[config.mk]
export PLATFORM = sky130hd
export DESIGN_NAME = two_bank_mem
export DESIGN_NICKNAME = d
export VERILOG_FILES = /design/src/rtl/bankmem_pkg.sv /design/src/rtl/bm_addr_split.sv /design/src/rtl/bm_slice.sv /design/src/rtl/bm_bank.sv /design/src/rtl/two_bank_mem.sv
export SDC_FILE = /design/constraint.sdc
export NUM_CORES = 1
export LEC_CHECK = 0
export BUFFER_PORTS_ARGS = -buffer_cell sky130_fd_sc_hd__buf_2
export CORE_AREA = 2 2 109 84
export DETAILED_ROUTE_END_ITERATION = 10
export DIE_AREA = 0 0 111 86
export PLACE_DENSITY = 0.66
export SYNTH_ARGS = -nofsm -noshare
export SYNTH_HDL_FRONTEND = slang
export SYNTH_SLANG_ARGS = --single-unit
[constraint.sdc]
create_clock -name clk -period 0.9 [get_ports clk]
set_input_delay 0.045 -clock clk [delete_from_list [all_inputs] [get_ports clk]]
set_output_delay 0.045 -clock clk [all_outputs]
set_load 0.02 [all_outputs]
[src/rtl/bankmem_pkg.sv]
package bankmem_pkg;

  // Which address bit steers between the two banks.
  typedef enum logic {
    MAP_HIGH_BIT = 1'b0,  // top bit picks the bank
    MAP_LOW_BIT  = 1'b1   // bottom bit picks the bank (interleaved)
  } bank_map_e;

endpackage

[src/rtl/bm_addr_split.sv]
module bm_addr_split
  import bankmem_pkg::*;
#(
  parameter bank_map_e MAP   = MAP_HIGH_BIT,
  parameter int        ROW_W = 4,
  localparam int       AW    = ROW_W + 1
) (
  input  logic [AW-1:0]    addr,
  output logic             bank_idx,
  output logic [ROW_W-1:0] row
);

  generate
    if (MAP == MAP_HIGH_BIT) begin : g_high
      always_comb begin
        bank_idx = addr[AW-1];
        row      = addr[ROW_W-1:0];
      end
    end else begin : g_low
      always_comb begin
        bank_idx = addr[0];
        row      = addr[AW-1:1];
      end
    end
  endgenerate

endmodule

[src/rtl/bm_slice.sv]
module bm_slice #(
  parameter int  DEPTH = 16,
  localparam int ROW_W = $clog2(DEPTH)
) (
  input  logic             clk,
  input  logic             we,
  input  logic [ROW_W-1:0] row,
  input  logic             din,
  output logic             dout
);

  logic [DEPTH-1:0] cells_q;
  logic [DEPTH-1:0] cells_d;

  always_comb begin
    cells_d = cells_q;
    if (we) cells_d[row] = din;
  end

  always_ff @(posedge clk) begin
    if (we) cells_q <= cells_d;
  end

  assign dout = cells_q[row];

endmodule

[src/rtl/bm_bank.sv]
module bm_bank #(
  parameter int  DEPTH = 16,
  parameter int  WIDTH = 3,
  localparam int ROW_W = $clog2(DEPTH)
) (
  input  logic             clk,
  input  logic             we,
  input  logic [ROW_W-1:0] row,
  input  logic [WIDTH-1:0] din,
  output logic [WIDTH-1:0] dout
);

  // One single-bit slice per data bit, sharing row and strobe.
  genvar gi;
  generate
    for (gi = 0; gi < WIDTH; gi++) begin : g_bit
      bm_slice #(.DEPTH(DEPTH)) u_slice (
        .clk  (clk),
        .we   (we),
        .row  (row),
        .din  (din[gi]),
        .dout (dout[gi])
      );
    end
  endgenerate

endmodule

[src/rtl/two_bank_mem.sv]
module two_bank_mem
  import bankmem_pkg::*;
#(
  parameter bank_map_e MAP        = MAP_HIGH_BIT,
  parameter int        WIDTH      = 3,
  parameter int        BANK_DEPTH = 16,
  localparam int       ROW_W      = $clog2(BANK_DEPTH),
  localparam int       AW         = ROW_W + 1,
  localparam int       NBANK      = 2
) (
  input  logic             clk,
  input  logic             rst_n,
  input  logic             mem_en,
  input  logic             sel,
  input  logic             rd_wr_n,
  input  logic [AW-1:0]    addr,
  input  logic [WIDTH-1:0] wdata,
  output logic [WIDTH-1:0] rdata
);

  // Reset: asserted asynchronously, released on a clock edge.
  logic rst_meta_q, rst_sync_n;

  always_ff @(posedge clk or negedge rst_n) begin
    if (!rst_n) begin
      rst_meta_q <= 1'b0;
      rst_sync_n <= 1'b0;
    end else begin
      rst_meta_q <= 1'b1;
      rst_sync_n <= rst_meta_q;
    end
  end

  // Address decomposition.
  logic             bank_idx;
  logic [ROW_W-1:0] row;

  bm_addr_split #(.MAP(MAP), .ROW_W(ROW_W)) u_split (
    .addr     (addr),
    .bank_idx (bank_idx),
    .row      (row)
  );

  // Gated selects: global enable ANDed into each bank.
  logic             access;
  logic             read_go;
  logic [NBANK-1:0] bank_cs;
  logic [NBANK-1:0] bank_we;
  logic [WIDTH-1:0] bank_q [NBANK];

  assign access  = mem_en & sel;
  assign read_go = access & rd_wr_n;

  genvar gb;
  generate
    for (gb = 0; gb < NBANK; gb++) begin : g_bank
      assign bank_cs[gb] = access & (bank_idx == 1'(gb));
      assign bank_we[gb] = bank_cs[gb] & ~rd_wr_n;

      bm_bank #(.DEPTH(BANK_DEPTH), .WIDTH(WIDTH)) u_bank (
        .clk  (clk),
        .we   (bank_we[gb]),
        .row  (row),
        .din  (wdata),
        .dout (bank_q[gb])
      );
    end
  endgenerate

  // Output buffer register.
  logic [WIDTH-1:0] rd_word;
  logic [WIDTH-1:0] rdata_d;
  logic [WIDTH-1:0] rdata_q;

  assign rd_word = bank_q[bank_idx];

  always_comb begin
    rdata_d = rdata_q;
    if (read_go) rdata_d = rd_word;
  end

  always_ff @(posedge clk or negedge rst_sync_n) begin
    if (!rst_sync_n) rdata_q <= '0;
    else if (read_go) rdata_q <= rdata_d;
  end

  assign rdata = rdata_q;

  // Checks beside the logic they guard.
  a_r4_one_bank_written: assert property (@(posedge clk) disable iff (!rst_sync_n)
    $onehot0(bank_we));

  a_r5_r6_idle_no_write: assert property (@(posedge clk) disable iff (!rst_sync_n)
    !(mem_en && sel) |-> (bank_we == '0));

  a_r2_r3_bank_steer: assert property (@(posedge clk) disable iff (!rst_sync_n)
    bank_we[1] |-> ((MAP == MAP_HIGH_BIT) ? addr[AW-1] : addr[0]));

  a_r7_read_no_write: assert property (@(posedge clk) disable iff (!rst_sync_n)
    (mem_en && sel && rd_wr_n) |-> (bank_we == '0));

  a_r8_buffer_hold: assert property (@(posedge clk) disable iff (!rst_sync_n)
    !(mem_en && sel && rd_wr_n) |=> $stable(rdata));

endmodule

# --- Word-level counts from Yosys, hierarchy flattened ---
# Cells that the tools add are included.
word_totals:
  register_bits: 101
  input_bits: 13
  output_inout_bits: 3
  elab_cells: 45
classes:
  magnitude_cmp: 3
  n_mux: 23
  bitwise_logic: 9
  n_reduce_logical: 1
ops:
  columns: ["op", "n"]
  rows:
  - ["bitwise mux 16 bit", 6]
  - ["binary-select mux 1 bit (select 4 bit)", 6]
  - ["2-to-1 mux 3 bit", 3]
  - ["2-to-1 mux 1 bit", 7]
  - ["AND 1 bit", 6]
  - ["less-than comparator 4 x 5 -> 1 bit, second input constant", 1]
  - ["demux 1 bit (select 4 bit)", 1]
  - [">= comparator 4 x 1 -> 1 bit, second input constant", 1]
  - [">= comparator 2 bit, second input constant", 1]
  - ["NOT 1 bit", 2]
  - ["NOT 1 -> 2 bit", 1]
  - ["logical AND 1 bit", 1]

# --- Logic depth before layout (Yosys ltp) ---
# Gate-level depths: netlist of run 1.
depth:
  depth_word: 5
  mapped_depth: 8
  ltp_nobuf: 4

# --- By module ---
# From an unflattened synthesis of run 1, not the netlist that was laid out.
hier_totals:
  cells_unflattened: 313
  area_unflattened_um2: 4717.0
by_module_without_submodules:
  columns: ["mod", "instances", "cells_each", "area_per_inst_um2", "seq_area_each_um2"]
  rows:
  - ["bm_slice", 6, 48, 743.2, 480.5]
  - ["two_bank_mem", 1, 20, 220.2, 125.1]
  - ["bm_addr_split", 1, 5, 37.5, 0.0]

# --- Worst setup path before layout of run 1 ---
# No wires, ideal clock.
synth_path:
  path_type: "flip-flop to flip-flop"
  start: "register g_bank[0].u_bank.g_bit[1].u_slice.cells_q[3]"
  end: "register rdata_q[1] (netlist: rdata[1])"
  setup_ns: 0.139
  t_arrival_ns: 1.495
  required_time_ns: 0.761
  setup_slack_ns: -0.733
  path_stages_with_launch: 5
  path_buffers: 0
  synth_period_minus_slack_ns: 1.633
  path_cell_list: "edfxtp_1 -> mux4_1 -> mux2_2 -> a2111oi_2 -> a211oi_1"
synth_between:
  elab_chain_cells: 5
synth_lines:
  columns: ["element", "line_no", "text"]
  rows:
  - ["from (decl)", "bm_slice.sv:12", "logic [DEPTH-1:0] cells_q;"]
  - ["from (signal assigned)", "bm_slice.sv:21", "if (we) cells_q <= cells_d;"]
  - ["binary-select mux 1 bit (select 4 bit)", "bm_slice.sv:24", "assign dout = cells_q[row];"]
  - ["2-to-1 mux 1 bit (implied by the code)", "bm_slice.sv:24", null]
  - ["2-to-1 mux 3 bit (implied by the code) (3 in series)", "two_bank_mem.sv:75", "assign rd_word = bank_q[bank_idx];"]
  - ["to (signal assigned)", "two_bank_mem.sv:84", "else if (read_go) rdata_q <= rdata_d;"]
  - ["to (decl)", "two_bank_mem.sv:73", "logic [WIDTH-1:0] rdata_q;"]
# Every way passes these cells. The select of a mux whose other input is x is not followed.
# A chain may end at the register's enable or synchronous reset.

# --- Final worst setup path of run 1 ---
layout_path:
  start: "register g_bank[0].u_bank.g_bit[1].u_slice.cells_q[7]"
  end: "register rdata_q[1] (netlist: rdata[1])"
# Same word-level chain as after synthesis.

==> results of run 1 <==
## final cells by class
type	count	share of cell area (%)
Clock buffer	11	4.23
Timing Repair Buffer	66	12.2
Sequential cell	101	54.7
Inverter	1	0.0683
Tap cell	108	2.46
Multi-Input combinational cell	124	25.7
Clock inverter	5	0.660
## cell usage in the layout (no fill, tap or decap), types with 2 or more instances in the layout
master,Yosys,layout
mux2i_1,18,18
buf_2,3,5
nand3b_1,2,2
a211oi_1,7,4
nor2_1,32,7
buf_8,0,4
o22ai_1,5,5
clkbuf_1,1,2
a211oi_2,0,3
buf_12,0,5
nor2_2,0,13
edfxtp_1,96,96
clkbuf_16,0,10
o221ai_1,2,2
mux4_2,10,15
buf_4,2,35
nand2_1,10,5
nand3_4,0,2
nor2_4,0,12
nand2b_4,0,5
mux2_4,0,3
dfrtp_1,5,5
buf_6,3,12
clkinvlp_4,0,3
dlygate4sd3_1,0,2
nor3_4,0,9
mux2_2,6,3
nand2_2,0,3
## flip-flops by register name, summed over array words and instances, names as in the netlist
signal and flops:
rdata 3, g_bank.u_bank.g_bit.u_slice.cells_q 96, rst_sync_n 1, rst_meta_q 1
## layer usage
layer  up-vias  track usage, %  part of all wire (%)
met3        10            5.72                   5.1
li1       1071               -                     -
met4         0            6.25                   1.2
met5         -               0                     0
met1      1156            28.3                    49
met2        76            29.2                    44
## power groups by stage
stage | Sequential (mW) | Clock [mW] | Combinational (mW)
6_report | 5.23 | 3.50 | 0.927
5_1_grt | 5.23 | 3.75 | 0.984
4_1_cts | 5.23 | 3.58 | 0.882
3_5_place_dp | 5.32 | 0 | 0.755
3_3_place_gp | 5.32 | 0 | 0.743
2_1_floorplan | 5.35 | 0 | 0.426
## metrics by stage
step	util, %	cells	instance area [um2]
finish	65.6	416	5500
global route	65.6	416	5500
CTS	64.5	415	5400
detailed placement	58.5	393	4900
global placement	58.5	393	4900
floorplan	-	238	4460
## what timing repair did
| action | 4_1_cts | 5_1_grt |
|---|---|---|
| setup buffers | 3 | 0 |
| hold endpoints to repair | 2 | 0 |
| cloned | 1 | 1 |
| pin swaps | 4 | 6 |
| hold buffers | 2 | 0 |
| gates resized for setup | 39 | 19 |
| endpoints found under the setup margin | 102 | 72 |
## cell families after synthesis
family | Yosys count
AND/OR/NAND/NOR | 67
buffers and inverters | 13
other | 1
multiplexers | 39
AO/OA/AOI/OAI | 17
flip-flops | 101
## how the worst max path moves through the flow
stage / from / endpoint / slack (ns) / cells past startpoint
CTS: g_bank[0].u_bank.g_bit[1].u_slice.cells_q[7] / rdata[1] / -0.75 / 4
global route: g_bank[0].u_bank.g_bit[1].u_slice.cells_q[7] / rdata[1] / -0.80 / 4
floorplan: g_bank[0].u_bank.g_bit[1].u_slice.cells_q[5] / rdata[1] / -0.64 / 4
global placement: addr[0] / rdata[1] / -0.82 / 4
finish: g_bank[0].u_bank.g_bit[1].u_slice.cells_q[7] / rdata[1] / -0.74 / 4
detailed placement: addr[0] / rdata[1] / -0.78 / 5
==> metrics.md, run 1 <==
| Metric | Value |
|---|---|
| Area of the multi-input gates | `0.00141 mm2` |
| Hold_ws | `0.0629 ns` |
| Crit. End Element | `register` |
| Remaining DRCs | `0` |
| Fin crit period | `1.64 ns` |
| Synth Area in XOR/XNOR | `0%` |
| Post-synth ARST share | `4.95%` |
| Compound-Gate Fraction of Synth Area | `3.14%` |
| WP data arrival | `1.86 ns` |
| Buf/Inv on CP | `0` |
| CTS tree | `yes` |
| All-Layer GR Usage | `19.6%` |
| Initial antenna violation count | `0` |
| Leak | `1.88 nW` |
| Total wire length | `8.66 mm` |
| Slew Viols, Final | `0` |
| CTS Sinks | `101` |
| Layout cell share with drive strength beyond 1 | `50.3%` |
| Register area | `0.00301 mm2` |
| R2R Path Start | `g_bank[0].u_bank.g_bit[1].u_slice.cells_q[7]` |
| Total power draw | `9.65 mW` |
| Per-cell routed wire length | `20.8 um` |
| Pre-CTS WS | `-0.780 ns` |
| Logic pwr share | `9.6%` |
| Switch share | `22.1%` |
| Via density | `5.56` |
| Synth top area share | `69.5%` |
| CP top delay family | `multiplexers` |
| Core Rows | `29` |
| Fmax achieved | `611 MHz` |
| Sequential cell area fraction in the yosys report | `72.5%` |
| Vias | `2313` |
| CORE AREA | `0.00838 mm2` |
| Worst setup path class | `register to register` |
| Peak supply drop | `0.00140 V` |
| R2R cell count | `4` |
| Largest area contributor in the netlist | `edfxtp_1` |
| Vias in the first global route | `2446` |
| Largest family of logic cells by synthesized area | `multiplexers` |
| RSZ-0062 raised after global routing | `yes` |
| First-pass DRT Iterations | `4` |
| Die H | `86 um` |
| Register-to-register setup slack | `-0.74 ns` |
| IO buf count | `15` |
| Worst path slowest cell | `mux4_2` |
| Power share of the clock group | `36.2%` |
| Clock root cell | `clkbuf_16` |
| Layout area overhead | `32.5%` |
| Clk pin slew, worst setup/hold paths | `0.07 ns` |
| Die ar. | `0.00955 mm2` |
| Gpl congestion | `0.771` |
| Setup violators final | `23` |
| Slew at the pin with the worst max-slew slack | `0.572 ns` |
| Reg-to-reg critical path endpoint | `rdata[1]` |
| CP cell instances | `mux4_2, mux2_4, a2111oi_4, a211oi_2` |
| Hold Crit Class | `register to asynchronous set/reset pin` |
| Synth warn | `0` |
| Clk Latency, worst-skew pair | `0.34 ns` |
| Hold Vio Cnt, Final | `0` |
| Net Sw Power | `2.13 mW` |
| Clk buf depth | `2` |
| Max cap viols | `0` |
| Pin count of the biggest net entering global routing | `33` |
| Clk_skew | `0.00446 ns` |
| Post-DP HPWL | `5.91 mm` |
| Yosys reg bits | `101` |
| WP data required | `1.12 ns` |
| Nets | `316` |
| Rel. slew slack | `61.9%` |
| Post-Syn Area per Cell | `17.4 um2` |
| Final WS setup | `-0.738 ns` |
| Antenna Violating Nets Remaining | `0` |
| Slowest stage delay, CP | `0.49 ns` |
| Synth cell types | `31` |
| Post-synthesis simple-gate area fraction | `7.51%` |
| Cells after Synth | `238` |
| H-tree depth | `3` |
| Seq pwr share | `54.1%` |
| CP Launch Type | `register` |
| Die width | `111 um` |
| Multiplexer share of the synthesized area | `14.6%` |
| P per Cell Area | `1760 mW/mm2` |
| Netlist Area Pre-Place | `0.00415 mm2` |
| Post-synth top cells | `96 x edfxtp_1, 32 x nor2_1, 18 x mux2i_1` |
| Number of DRC violations after detailed-routing iteration 0 | `153` |
| Post-synth EDFFs | `96` |
| Post-Synth Adder-Cell Area | `0%` |
| Most frequent cell after synthesis | `edfxtp_1` |
| Prevailing post-synth register cell | `edfxtp_1` |
| Post-synthesis net count | `251` |
| Violated checks | `setup timing` |
| Internal power | `7.52 mW` |
| Initial Util | `49.5%` |
| Top Ports | `16` |
| # fillers | `556` |
| CTS Buf Count | `9` |
| Synth top area cells | `edfxtp_1 69%, mux4_2 5.4%, mux2i_1 4.3%` |
| Worst-path maximum fanout | `1` |
| Grt ovf | `0` |
| Antenna cells | `0` |
| Fin crit share | `182%` |
| First-pass GRT wire length | `13.6 mm` |
| Status | `finished with violations` |
| Total Negative Setup Slacks | `-2.53 ns` |
No activity file was read; power rests on OpenSTA's default activity.
==> run 2, diff against run 1 <==
--- a/config.mk
+++ b/config.mk
@@ -7,6 +7,8 @@
 export LEC_CHECK = 0
+export ABC_AREA = 1
 export BUFFER_PORTS_ARGS = -buffer_cell sky130_fd_sc_hd__buf_2
-export CORE_AREA = 2 2 109 84
+export CORE_AREA = 2 2 111 86
+export CTS_BUF_LIST = sky130_fd_sc_hd__clkbuf_8
 export DETAILED_ROUTE_END_ITERATION = 10
-export DIE_AREA = 0 0 111 86
+export DIE_AREA = 0 0 113 88
 export PLACE_DENSITY = 0.66
--- a/constraint.sdc
+++ b/constraint.sdc
@@ -3,2 +3,2 @@
 set_output_delay 0.045 -clock clk [all_outputs]
-set_load 0.02 [all_outputs]
+set_load 0.05 [all_outputs]
==> run 2 against run 1 <==
Effect of this change:
- the run still ends with setup timing left
- sequential power is essentially flat
- clock skew is 0.0026 ns higher
- maximum frequency rose by 36%
- non-clock buffer count down 11
- clock-buffer cell count is 2 lower
- global-route usage increased by 3.1 points
- sequential share of layout area is 1.2 points lower
- combinational power rose by 21%
- largest power group unchanged
==> metrics.md, run 2 <==
| Metric | Value |
|---|---|
| CTS Sinks | `101 (unchanged)` |
| Most common cell after layout, fill and taps aside | `nand2_1` |
| R2R cell count | `10 (+6)` |
| Register area | `0.00301 mm2 (unchanged)` |
| Antenna cells | `0 (unchanged)` |
| Setup violators final | `6 (-74%)` |
| CP cell instances | `nand2_1, nand2_1, nand2_1, nand2_2, nand2_1, nand2_1, nor2_2, nand2_1, nand3_1, nand2_1` |
| Slowest stage delay, CP | `0.40 ns (-0.09 ns)` |
| Via density | `5.16 (-7.3%)` |
| Top Ports | `16 (unchanged)` |
| Area of the multi-input gates | `0.00162 mm2 (+15%)` |
| Clock root cell | `clkbuf_8` |
| Die ar. | `0.00994 mm2 (+4.2%)` |
| Clk pin slew, worst setup/hold paths | `0.10 ns (+0.03 ns)` |
| Status | `finished with violations` |
| Per-cell routed wire length | `17.4 um (-17%)` |
| Crit. End Element | `register` |
| Layout area overhead | `29.2%` |
| Final WS setup | `-0.305 ns (+0.433 ns)` |
| Initial Util | `49.1% (-0.45 points)` |
| Most frequent cells in the layout | `200 x nand2_1, 96 x edfxtp_1, 31 x nor3_4, 29 x buf_4, 16 x nor2_1` |
| CTS tree | `yes` |
| Gpl congestion | `0.854 (+11%)` |
| H-tree depth | `3 (unchanged)` |
| Initial antenna violation count | `0 (unchanged)` |
| Slew at the pin with the worst max-slew slack | `0.645 ns (+0.0729 ns)` |
| Die H | `88 um (+2.3%)` |
| Yosys reg bits | `101 (unchanged)` |
| Fin crit period | `1.21 ns (-0.433 ns)` |
| Synth warn | `0 (unchanged)` |
| Worst path slowest cell | `edfxtp_1` |
| Vias in the first global route | `2997 (+23%)` |
| Pre-CTS WS | `-0.513 ns (+0.267 ns)` |
| Core Rows | `30 (+3.4%)` |
| Post-Syn Area per Cell | `10.4 um2 (-40%)` |
| Violated checks | `setup timing` |
| CP top delay family | `simple AND/OR/NAND/NOR gates` |
| First-pass GRT wire length | `16.3 mm (+20%)` |
| Clk buf depth | `2 (unchanged)` |
| Post-DP HPWL | `7.08 mm (+20%)` |
| WP data arrival | `1.48 ns (-0.38 ns)` |
| CP Launch Type | `register` |
| Netlist Area Pre-Place | `0.00435 mm2 (+4.7%)` |
| Total power draw | `9.58 mW (-0.75%)` |
| Most frequent CP cell | `nand2_1` |
| Final Core Density | `63.4% (-2.2 points)` |
| Post-synth ARST share | `4.95% (unchanged)` |
| Pin count of the biggest net entering global routing | `33 (unchanged)` |
| IO buf count | `15 (unchanged)` |
| Cells after Synth | `418 (+76%)` |
| Slew Viols, Final | `0 (unchanged)` |
| Fin cells | `587 (+41%)` |
| Critical path depth in cells | `10 (+6)` |
| Synth top area cells | `edfxtp_1 66%, nand2_1 18%, nor3_1 3.7%` |
| Clk Latency, worst-skew pair | `0.38 ns (+0.04 ns)` |
| Number of DRC violations after detailed-routing iteration 0 | `180 (+18%)` |
| Fmax achieved | `830 MHz (+36%)` |
| Grt ovf | `0 (unchanged)` |
| Buf/Inv on CP | `0 (unchanged)` |
| Peak supply drop | `0.00160 V (+14%)` |
| Clk_skew | `0.00701 ns (+0.00256 ns)` |
| WP data required | `1.17 ns (+0.05 ns)` |
| Hold Vio Cnt, Final | `0 (unchanged)` |
| Hold_ws | `0.0451 ns (-0.0178 ns)` |
| Leak | `2.39 nW (+27%)` |
| Die width | `113 um (+1.8%)` |
| Fin crit share | `134% (-48 points)` |
| Max cap viols | `0 (unchanged)` |
| Post-synth EDFFs | `96 (unchanged)` |
| # fillers | `689 (+24%)` |
| CORE AREA | `0.00886 mm2 (+5.7%)` |
| Sequential cell area fraction in the yosys report | `69.2% (-3.3 points)` |
| Synth top area share | `66.3% (-3.1 points)` |
| Vias | `3027 (+31%)` |
| Placed cell count | `567 (+44%)` |
| Prevailing post-synth register cell | `edfxtp_1` |
| Largest area contributor in the netlist | `edfxtp_1` |
| Post-synthesis net count | `431 (+72%)` |
| First-pass DRT Iterations | `4 (unchanged)` |
| Nets | `483 (+53%)` |
| Remaining DRCs | `0 (unchanged)` |
| Antenna Violating Nets Remaining | `0 (unchanged)` |
| Layout cell share with drive strength beyond 1 | `28.0% (-22 points)` |
| Synth cell types | `18 (-42%)` |
| Post-synth top cells | `210 x nand2_1, 96 x edfxtp_1, 32 x nor3_1` |
| RSZ-0062 raised after global routing | `yes` |
| Biggest register | `g_bank.u_bank.g_bit.u_slice.cells_q` |
| Worst-path maximum fanout | `1 (unchanged)` |
| Rel. slew slack | `57.0% (-4.9 points)` |
| All-Layer GR Usage | `22.8% (+3.1 points)` |
| Most frequent cell after synthesis | `nand2_1` |
| Max reg flops | `96 (unchanged)` |
| Total wire length | `10.2 mm (+18%)` |
| CTS Buf Count | `9 (unchanged)` |
| Hold Crit Class | `register to asynchronous set/reset pin` |
| Worst setup path class | `register to register` |
| P per Cell Area | `1710 mW/mm2 (-2.9%)` |
[run 2: cell types whose count changed after synthesis, sizes merged, moves of 6 or more]
cell | before | now
a21oi | 0 | 6
nor3 | 9 | 32
nand3 | 4 | 14
inv | 1 | 15
mux4 | 15 | 0
a211oi | 7 | 0
mux2 | 6 | 0
nand2 | 10 | 211
nor2 | 32 | 24
mux2i | 18 | 0
[run 2: kinds of logic (layout without fill, tap and decap cells)]
group / after synthesis / after routing / share of synthesized area, %
flip-flops: 101 / 101 / 69.2
AND/OR/NAND/NOR: 281 / 281 / 26.2
AO/OA/AOI/OAI: 6 / 6 / 0.691
other: 1 / 1 / 0.0863
buffers and inverters: 29 / 86 / 3.86
[run 2: routing by layer]
metal | wire, um | GRT usage (%) | vias up
met5 | 0 | 0 | -
met4 | 120 | 5.32 | 0
met3 | 878 | 6.44 | 10
met2 | 4820 | 35.7 | 85
met1 | 4370 | 32.2 | 1427
li1 | - | - | 1505
[run 2: report_power, final]
part / switching, mW / internal, mW
sequential: 0.0286 / 5.18
clock: 1.63 / 1.61
combinational: 0.749 / 0.372
[run 2: timing repair]
item,in CTS,in global routing
resized for setup,14,12
hold buffers,2,0
pin swaps,19,13
hold endpoints to repair,2,0
setup endpoints to repair,42,15
buffers inserted,2,0
[run 2: cell type report]
class                      instances  share of cell area (%)
sequential                       101                    53.5
multi-input combinational        288                    28.9
timing repair buffer              55                    9.22
tap                              112                    2.49
clock buffer                       9                    2.20
clock inverter                     7                    1.87
inverter                          15                    1.76
[run 2: final timing paths]
path	start	to	slack [ns]
worst min register to register	rst_sync_n	rdata[1]	0.05
worst max-delay path	g_bank[0].u_bank.g_bit[0].u_slice.cells_q[7]	rdata[0]	-0.31
min in group clk	rd_wr_n	rdata[2]	0.19
worst max register to register	g_bank[0].u_bank.g_bit[0].u_slice.cells_q[7]	rdata[0]	-0.31
max in group asynchronous	rst_n	rst_sync_n	0.25
worst min-delay path	rst_sync_n	rdata[1]	0.05
[run 2: worst reg2reg max path: stages (launching register included)]
cell and delay (ns):
edfxtp_1 0.40, nand2_1 0.09, nand2_1 0.05, nand2_1 0.07, nand2_2 0.06, nand2_1 0.05
nand2_1 0.06, nor2_2 0.11, nand2_1 0.07, nand3_1 0.08, nand2_1 0.06
[run 2: through the flow]
step	instance area [um2]	TNS, ns
final	5620	-1.12
after global placement	5270	-35.12
after floorplan	4830	-13.52
after CTS	5580	-1.20
after detailed placement	5270	-38.00
after global routing	5620	-1.55
==> run 3, diff against run 2 <==
Settings changed: BUFFER_PORTS_ARGS -buffer_cell sky130_fd_sc_hd__buf_2 to not set, DONT_BUFFER_PORTS set to 1, PLACE_DENSITY 0.66 to not set.
Clock period 0.9 ns to 1.3 ns, I/O delays scaled along.
==> run 3 against run 2 <==
Effect of this change:
- the run ends with DRC left
- final cell count fell by 2.2%
- total power fell by 39%
- critical path depth did not move
- clock skew rose by 0.0033 ns
- via count fell by 2.4%
- global-route usage fell by 2.2 points
- sequential share of layout area rose by 7.3 points
- combinational power fell by 53%
- register-to-register slack improved by 0.43 ns
- routed wire length fell by 7.6%
- critical path type unchanged
- largest power group unchanged
==> metrics.md, run 3 (synthesis results as in run 2) <==
| Metric | Value |
|---|---|
| Clk pin slew, worst setup/hold paths | `0.09 ns (about the same)` |
| Clock root cell | `clkbuf_8` |
| Clk buf depth | `2 (unchanged)` |
| Setup Buffers After CTS | `0 (-2)` |
| CTS tree | `yes` |
| Gpl congestion | `0.847 (-0.83%)` |
| GR Layer Usage met2 | `31.2% (-4.5 points)` |
| First-pass DRT Iterations | `9 (+5)` |
| Initial antenna violation count | `0 (unchanged)` |
| R2R cell count | `10 (unchanged)` |
| Die width | `113 um (unchanged)` |
| Max cap viols | `0 (unchanged)` |
| Number of DRC violations after detailed-routing iteration 0 | `233 (+29%)` |
| Die H | `88 um (unchanged)` |
| Reg-to-reg critical path endpoint | `rdata[1]` |
| Clk_skew | `0.0103 ns (+0.00328 ns)` |
| Vias | `2953 (-2.4%)` |
| Fmax achieved | `853 MHz (+2.8%)` |
| Worst setup path class | `register to register` |
| P per Cell Area | `1170 mW/mm2 (-31%)` |
| Fin crit share | `90.2% (-44 points)` |
| Peak supply drop | `0.000899 V (-44%)` |
| CTS Buf Count | `9 (unchanged)` |
| RSZ-0062 raised after global routing | `no` |
| Per-cell routed wire length | `16.4 um (-5.5%)` |
| All-Layer GR Usage | `20.6% (-2.2 points)` |
| CP Launch Type | `register` |
| Total Negative Setup Slacks | `0 ns (+1.12 ns)` |
| IO buf count | `0 (-15)` |
| Post-DP HPWL | `6.06 mm (-14%)` |
| Most common cell after layout, fill and taps aside | `nand2_1` |
| Layout cell share with drive strength beyond 1 | `13.6% (-14 points)` |
| Pin count of the biggest net entering global routing | `35 (+6.1%)` |
| Top Ports | `16 (unchanged)` |
| R2R Path Start | `g_bank[0].u_bank.g_bit[1].u_slice.cells_q[14]` |
| Vias in the first global route | `2792 (-6.8%)` |
| Busiest grt layer | `met2` |
| Die ar. | `0.00994 mm2 (unchanged)` |
| Status | `finished with violations` |
| Grt ovf | `0 (unchanged)` |
| Setup violators final | `0 (-6)` |
| Biggest register | `g_bank.u_bank.g_bit.u_slice.cells_q` |
| Hold Crit Class | `register to asynchronous set/reset pin` |
| Pre-CTS WS | `0.0163 ns (+0.530 ns)` |
| WP data arrival | `1.44 ns (-0.04 ns)` |
| Worst-path maximum fanout | `1 (unchanged)` |
| Slew Viols, Final | `0 (unchanged)` |
| Initial Util | `49.1% (unchanged)` |
| CTS Sinks | `101 (unchanged)` |
| Hold Vio Cnt, Final | `0 (unchanged)` |
| Most frequent cells in the layout | `209 x nand2_1, 96 x edfxtp_1, 32 x nor3_1, 32 x buf_4, 19 x nor2_1` |
| Core Rows | `30 (unchanged)` |
| Met1 Use GR | `28.8% (-3.4 points)` |
| Total wire length | `9.42 mm (-7.6%)` |
| Antenna Violating Nets Remaining | `0 (unchanged)` |
| Antenna cells | `0 (unchanged)` |
| First-pass GRT wire length | `14.9 mm (-8.7%)` |
| Fin crit period | `1.17 ns (-0.0330 ns)` |
| Remaining DRCs | `1 (+1)` |
| Routing usage on met3 | `6.57% (+0.14 points)` |
| Clk Latency, worst-skew pair | `0.37 ns (about the same)` |
| Leak | `2.00 nW (-16%)` |
| Violated checks | `DRC` |
| Layout area overhead | `13.8%` |
| H-tree depth | `3 (unchanged)` |
| Nets | `471 (-2.5%)` |
| Max reg flops | `96 (unchanged)` |
| Final WS setup | `0.128 ns (+0.433 ns)` |
| Register-to-register setup slack | `0.13 ns (+0.43 ns)` |
| Crit. End Element | `register` |
| Via density | `5.14 (-0.24%)` |
| CORE AREA | `0.00886 mm2 (unchanged)` |
| WP data required | `1.56 ns (+0.39 ns)` |
## run 3: changes by cell type in the layout (fill, tap and decap cells not counted), moves of 4 or more
cell,before,now
nor3_4,31,0
buf_6,4,0
nand2_2,9,1
nor3_1,1,32
buf_12,9,5
inv_6,8,0
inv_1,5,10
nand2_1,200,209
buf_2,11,0
dlygate4sd3_1,2,6
## run 3: worst max-delay path by stage
stage | startpoint | endpoint | cells past startpoint | slack [ns]
after floorplan | addr[1] | g_bank[0].u_bank.g_bit[0].u_slice.cells_q[14] | 5 | 0.11
after global placement | addr[2] | g_bank[0].u_bank.g_bit[0].u_slice.cells_q[6] | 4 | 0.005
after detailed placement | addr[2] | g_bank[0].u_bank.g_bit[2].u_slice.cells_q[6] | 4 | 0.02
after CTS | g_bank[0].u_bank.g_bit[0].u_slice.cells_q[1] | rdata[0] | 10 | 0.11
after global routing | g_bank[0].u_bank.g_bit[1].u_slice.cells_q[0] | rdata[1] | 10 | 0.004
final | g_bank[0].u_bank.g_bit[1].u_slice.cells_q[14] | rdata[1] | 10 | 0.13
## run 3: area by class of cell
type                            instances  area (um2)
Inverter                               15        61.3
Sequential cell                       101        3010
Timing Repair Buffer                   43         400
Tap cell                              112         140
Multi-Input combinational cell        288        1180
Fill cell                             783        3910
Clock buffer                            9         124
Clock inverter                          6        32.5
## run 3: worst max-delay path, stage by stage (launching register included)
cell and delay, ns:
edfxtp_1 0.37, nand2_1 0.07, nand2_1 0.05, nand2_1 0.06, nand2_1 0.07, nand2_1 0.07, nand2_2 0.07, nor2_2 0.11
nand2_1 0.06, nand3_1 0.09, nand2_1 0.07
## run 3: routing by layer
| layer | part of all wire, % | vias up |
|---|---|---|
| met5 | 0 | - |
| met4 | 1.4 | 0 |
| met3 | 6.7 | 13 |
| met2 | 44 | 82 |
| met1 | 48 | 1398 |
| li1 | - | 1460 |
## run 3: where the power goes
part / internal [mW] / total, mW / switching, mW
logic: 0.169 / 0.531 / 0.362
clock network: 0.664 / 1.67 / 1.01
registers: 3.59 / 3.60 / 0.0164
total: 4.42 / 5.81 / 1.39
## run 3: per-stage QoR
stage	utilization [%]	area, um2	total power [mW]	std cells	hold slack, ns
3_5_place_dp	52.6	4660	4.12	550	-0.231
3_3_place_gp	52.6	4660	4.11	550	-0.231
2_1_floorplan	-	4350	4.01	418	-0.231
4_1_cts	55.7	4940	5.84	574	0.0230
6_report	55.8	4940	5.81	574	0.0385
5_1_grt	55.8	4940	6.03	574	0.0365
## run 3: timing repair
action	in CTS	in global routing
hold endpoints to repair	101	0
resized for setup	0	3
hold buffers	9	0
endpoints found under the setup margin	0	2
